**src/rtl/pwm_sync_pkg.sv**
```systemverilog
package pwm_sync_pkg;

    typedef enum logic [1:0] {
        ACT_NONE = 2'b00,
        ACT_LOW  = 2'b01,
        ACT_HIGH = 2'b10,
        ACT_RSVD = 2'b11
    } act_e;

    typedef struct packed {
        logic sync_hit;
        logic cmp_hit;
        logic zero_hit;
    } evt_t;

    // action sources, index 0 is the strongest
    localparam int NUM_SRC   = 4;
    localparam int SRC_FORCE = 0;
    localparam int SRC_SYNC  = 1;
    localparam int SRC_CMP   = 2;
    localparam int SRC_ZERO  = 3;

    function automatic logic act_live(act_e a);
        return (a == ACT_LOW) || (a == ACT_HIGH);
    endfunction

    function automatic logic act_apply(act_e a, logic cur);
        case (a)
            ACT_LOW:  return 1'b0;
            ACT_HIGH: return 1'b1;
            default:  return cur;
        endcase
    endfunction

endpackage

```
**src/rtl/pwm_timebase.sv**
```systemverilog
module pwm_timebase #(
    parameter int CNT_W = 16
) (
    input  logic             clk,
    input  logic             rst,
    input  logic             sync_in,
    input  logic             phase_en,
    input  logic [CNT_W-1:0] period_in,
    input  logic [CNT_W-1:0] phase_in,
    output logic [CNT_W-1:0] cnt_q,
    output logic [CNT_W-1:0] cnt_nxt,
    output logic             sync_hit,
    output logic             zero_hit,
    output logic             sync_out
);
    localparam logic [CNT_W-1:0] STEP = CNT_W'(1);

    logic mst_pulse_q;

    always_comb begin
        sync_hit = phase_en & sync_in;
        if (sync_hit)
            cnt_nxt = phase_in;
        else if (cnt_q >= period_in)
            cnt_nxt = '0;
        else
            cnt_nxt = cnt_q + STEP;
        zero_hit = (cnt_nxt == '0);
    end

    always_ff @(posedge clk) begin
        if (rst) begin
            cnt_q       <= '0;
            mst_pulse_q <= 1'b0;
        end else begin
            cnt_q       <= cnt_nxt;
            mst_pulse_q <= zero_hit & ~phase_en;
        end
    end

    assign sync_out = phase_en ? sync_in : mst_pulse_q;

endmodule

```
**src/rtl/pwm_cmp_hold.sv**
```systemverilog
module pwm_cmp_hold #(
    parameter int CNT_W = 16
) (
    input  logic             clk,
    input  logic             rst,
    input  logic             imm_mode,
    input  logic [CNT_W-1:0] cmp_in,
    input  logic             zero_hit,
    input  logic [CNT_W-1:0] cnt_nxt,
    output logic [CNT_W-1:0] cmp_act,
    output logic             cmp_hit
);
    // match is judged on the count being loaded, against the value active now
    assign cmp_hit = (cnt_nxt == cmp_act);

    always_ff @(posedge clk) begin
        if (rst)
            cmp_act <= '0;
        else if (imm_mode || zero_hit)
            cmp_act <= cmp_in;
    end

endmodule

```
**src/rtl/pwm_act_qual.sv**
```systemverilog
module pwm_act_qual
    import pwm_sync_pkg::*;
(
    input  logic clk,
    input  logic rst,
    input  logic force_req,
    input  act_e force_act,
    input  act_e sync_act,
    input  evt_t evt,
    output logic pwm_q
);
    act_e src  [NUM_SRC];
    logic live [NUM_SRC];
    act_e win;
    logic pwm_nxt;

    always_comb begin
        src[SRC_FORCE]  = force_act;
        live[SRC_FORCE] = force_req & act_live(force_act);
        src[SRC_SYNC]   = sync_act;
        live[SRC_SYNC]  = evt.sync_hit & act_live(sync_act);
        src[SRC_CMP]    = ACT_LOW;
        live[SRC_CMP]   = evt.cmp_hit;
        src[SRC_ZERO]   = ACT_HIGH;
        live[SRC_ZERO]  = evt.zero_hit;
    end

    // walk from weakest to strongest so the strongest live source remains
    always_comb begin
        win = ACT_NONE;
        for (int i = NUM_SRC - 1; i >= 0; i--) begin
            if (live[i])
                win = src[i];
        end
        pwm_nxt = act_apply(win, pwm_q);
    end

    always_ff @(posedge clk) begin
        if (rst)
            pwm_q <= 1'b0;
        else
            pwm_q <= pwm_nxt;
    end

endmodule

```
**src/rtl/pwm_phase_sync.sv**
```systemverilog
module pwm_phase_sync
    import pwm_sync_pkg::*;
#(
    parameter int CNT_W = 16
) (
    input  logic             clk,
    input  logic             rst,
    input  logic             sync_in,
    input  logic             phase_en,
    input  logic [CNT_W-1:0] period_in,
    input  logic [CNT_W-1:0] phase_in,
    input  logic [CNT_W-1:0] cmp_in,
    input  logic             cmp_imm,
    input  logic [1:0]       sync_act,
    input  logic             force_req,
    input  logic [1:0]       force_act,
    output logic             pwm_out,
    output logic             sync_out,
    output logic [CNT_W-1:0] count_out
);
    logic [CNT_W-1:0] cnt_q;
    logic [CNT_W-1:0] cnt_nxt;
    logic [CNT_W-1:0] cmp_act;
    evt_t             evt;

    pwm_timebase #(.CNT_W(CNT_W)) u_tb (
        .clk       (clk),
        .rst       (rst),
        .sync_in   (sync_in),
        .phase_en  (phase_en),
        .period_in (period_in),
        .phase_in  (phase_in),
        .cnt_q     (cnt_q),
        .cnt_nxt   (cnt_nxt),
        .sync_hit  (evt.sync_hit),
        .zero_hit  (evt.zero_hit),
        .sync_out  (sync_out)
    );

    pwm_cmp_hold #(.CNT_W(CNT_W)) u_cmp (
        .clk      (clk),
        .rst      (rst),
        .imm_mode (cmp_imm),
        .cmp_in   (cmp_in),
        .zero_hit (evt.zero_hit),
        .cnt_nxt  (cnt_nxt),
        .cmp_act  (cmp_act),
        .cmp_hit  (evt.cmp_hit)
    );

    pwm_act_qual u_aq (
        .clk       (clk),
        .rst       (rst),
        .force_req (force_req),
        .force_act (act_e'(force_act)),
        .sync_act  (act_e'(sync_act)),
        .evt       (evt),
        .pwm_q     (pwm_out)
    );

    assign count_out = cnt_q;

endmodule

```
**config.mk**
```make
export PLATFORM = sky130hd
export DESIGN_NAME = pwm_phase_sync
export DESIGN_NICKNAME = d
export VERILOG_FILES = /design/src/rtl/pwm_sync_pkg.sv /design/src/rtl/pwm_timebase.sv /design/src/rtl/pwm_cmp_hold.sv /design/src/rtl/pwm_act_qual.sv /design/src/rtl/pwm_phase_sync.sv
export SDC_FILE = /design/constraint.sdc
export NUM_CORES = 1
export LEC_CHECK = 0
export BUFFER_PORTS_ARGS = -buffer_cell sky130_fd_sc_hd__buf_2
export CAP_MARGIN = 10
export CORE_MARGIN = 1
export CORE_UTILIZATION = 36
export DETAILED_ROUTE_END_ITERATION = 16
export GPL_TIMING_DRIVEN = 0
export PLACE_DENSITY = 0.61
export SKIP_LAST_GASP = 1
export SLEW_MARGIN = 20
export SYNTH_ARGS = -nofsm -noshare
export SYNTH_HDL_FRONTEND = slang
export SYNTH_SLANG_ARGS = --single-unit
```
**constraint.sdc**
```tcl
create_clock -name clk -period 3.7 [get_ports clk]
set_input_delay 0.37 -clock clk [delete_from_list [all_inputs] [get_ports clk]]
set_output_delay 0.37 -clock clk [all_outputs]
set_load 0.1 [all_outputs]
```
==> metrics.txt <==
pin count of the biggest net entering global routing=11; final clock period utilization by the worst path=1.04; max cap viols=0; DR iter-0 viols=124; Main synth FF type=dfxtp_1; f_max=between 200 and 300 MHz; post-synthesis sequential area ratio=0.261; Leak=1.48 nW; cts hold-fix bufs=0; failing checks=negative setup slack; Critical Path AT=4.01 ns; clk sinks=34; Clock Path Buffers=2; CTS tree=done; area growth from synthesis to layout=30.9%; outcome=finished with violations; initial antenna violation count=0; startpoint type of the worst setup path=register; fillers=740; Root Driver=clkbuf_8; share of post-route cells with drive strength above 1=0.312; Synth Area in XOR/XNOR=0.0993; Nets=roughly 480; Distinct cells, synth=55; core area=between 6000 and 7000 sq um; Vias=2729; # rows=30; Clock transition at path regs=0.07 ns; crit-path max FO=8; RSZ-0062 raised after global routing=true; CP endpoint=u_aq.pwm_q; Final Hold Fails=0; Reg2Reg Launch Point=u_tb.cnt_q[0]; Gate Count Post-Synth=approximately 320; slack of the critical path=-0.148 ns; crit path from=u_tb.cnt_q[0]; Synth Area in Compound Gates=0.174; IO Port Bufs=74; CTS Buf Count=5; Multi-input gate area=1900 sq um; Worst slew margin=0.618; Seq cells post-synth=34; ANT cells=0; worst setup path class=reg -> reg; Vias/cell=5.46; Post-Syn Nets=393; setup TNS=-0.148 ns; Die Ht=approximately 87 um; maximum VDD drop=0.185 mV; fin. max-slew vios=0; Starting Density=0.378; most frequent cells in the layout=75 x buf_2, 27 x nor2_1, 24 x xnor2_1; ANT nets after route=0; Final Wtd Congestion=slightly above 0.9; H-tree Lvls=2; # IOs=76; GRT overflow=0; post-synthesis simple-gate area fraction=0.253; Post-Synth Adder-Cell Area=0.0864; die width=87.1 um; GR Util All Layers=0.213; number of enable flip-flop cells after synthesis=0; Initial DRT Pass Iterations=7; Hold Crit Class=in -> reg; multiplexer share of the synthesized area=0.0653; hpwl dp=6160 um; number of global-route vias before repair=2556; DRC viols=0; final wirelength=a little under 8000 um; Power Density=327 nW/um^2; register area=~740 sq um; pre-CTS setup slack=-0.182 ns; yosys warns=0; Mapped Area=2610 sq um; commonest non-fill, non-tap cell in the layout=buf_2; die area=around 7600 sq um; Wirelength per Cell=15.6 um; Final min period=3.85 ns; Final Skew=~0.0055 ns; Synth async-reset ratio=0; CP required=3.86 ns; measured slew at the worst slew-check pin=0.564 ns; worst-case reg-to-reg path depth=14; Syn Area/Cell=8.23 sq um; r2r setup slk=-0.15 ns; first-pass GRT wire length=12400 um; final setup vio count=1; capture point of the worst reg-to-reg path=u_aq.pwm_q; worst skew pair latency=roughly 0.29 ns; largest family of logic cells by synthesized area=simple AND/OR/NAND/NOR gates; CP Capture Type=register
[what timing repair did]
action / in CTS / in global routing
pin swaps: 2 / 8
resized for setup: 2 / 7
endpoints found under the setup margin: 1 / 1
setup buffers: 1 / 5
hold endpoints to repair: 0 / 0
[critical path: stages (launching register included)]
cell	delay (ns)
dfxtp_4	0.37
inv_2	0.04
ha_1	0.26
nand2b_4	0.15
a2111oi_4	0.45
o32ai_4	0.17
or3_4	0.47
or4_4	0.45
a221oi_4	0.33
nand4_1	0.19
a31oi_1	0.21
o22ai_1	0.10
ha_1	0.29
mux2i_1	0.18
nor2_1	0.06
[per-stage QoR]
stage | power (mW) | instances | instance area (sq um) | utilization | hold slack (ns)
3_3_place_gp | 0.831 | 487 | 3220 | 0.467 | 0.499
6_report | 1.12 | 500 | 3410 | 0.494 | 0.282
2_1_floorplan | 0.731 | 317 | 2730 | - | 0.449
5_1_grt | 1.18 | 500 | 3410 | 0.494 | 0.284
3_5_place_dp | 0.836 | 487 | 3220 | 0.467 | 0.512
4_1_cts | 1.11 | 496 | 3330 | 0.483 | 0.277
[synthesized netlist by cell type (4+ instances only)]
library cell	instances	share of area
dfxtp_1	34	0.26
nor2_1	27	0.039
xnor2_1	24	0.081
inv_1	23	0.033
nand2_1	21	0.030
ha_1	18	0.086
mux2i_1	17	0.065
a21oi_1	15	0.029
nand3_1	11	0.021
nand4_1	11	0.026
nor3_1	11	0.021
or3_1	11	0.026
clkbuf_1	9	0.013
nor4_1	9	0.022
o22ai_1	6	0.014
o31ai_1	5	0.014
and2_1	4	0.0096
o21ai_0	4	0.0077
[power by group]
part	internal, mW	total (mW)	switching, mW
clock network	0.134	0.263	0.129
registers	0.390	0.428	0.0384
logic	0.168	0.426	0.258
total	0.691	1.12	0.426
[layout make-up]
class | count | share of cell area
Tap cell | 96 | 0.0352
Timing Repair Buffer | 80 | 0.125
Clock buffer | 8 | 0.0235
Inverter | 23 | 0.0253
Buffer | 12 | 0.0180
Sequential cell | 34 | 0.215
Multi-Input combinational cell | 247 | 0.557
[worst min path at each step]
stage / from / to / slack, ns / cells past startpoint
2_1_floorplan: phase_en / u_tb.mst_pulse_q / 0.45 / 1
3_3_place_gp: u_aq.pwm_q / u_aq.pwm_q / 0.50 / 2
3_5_place_dp: u_aq.pwm_q / u_aq.pwm_q / 0.51 / 2
4_1_cts: phase_en / u_tb.mst_pulse_q / 0.28 / 2
5_1_grt: phase_en / u_tb.mst_pulse_q / 0.28 / 2
6_report: phase_en / u_tb.mst_pulse_q / 0.28 / 2
[logic make-up (layout without fill, tap and decap cells)]
family	count (synthesis)	in the layout
xor+xnor	28	28
buf+inv	36	123
flops	34	34
mux	17	17
compound gates	61	61
simple gates	123	123
fa+ha+maj	18	18
[layer usage]
layer  global-route usage  routed length (um)  vias up
li1                     -                   -     1357
met1                0.290                3640     1223
met2                0.336                3440      130
met3               0.0389                 518       19
met4               0.0805                 199        0
met5                    0                   0        -
[registers in the layout, indices dropped and copies added, names as in the netlist]
signal	count
u_cmp.cmp_act	16
u_tb.cnt_q	16
u_aq.pwm_q	1
u_tb.mst_pulse_q	1
Power figures use the tool's default switching activity.
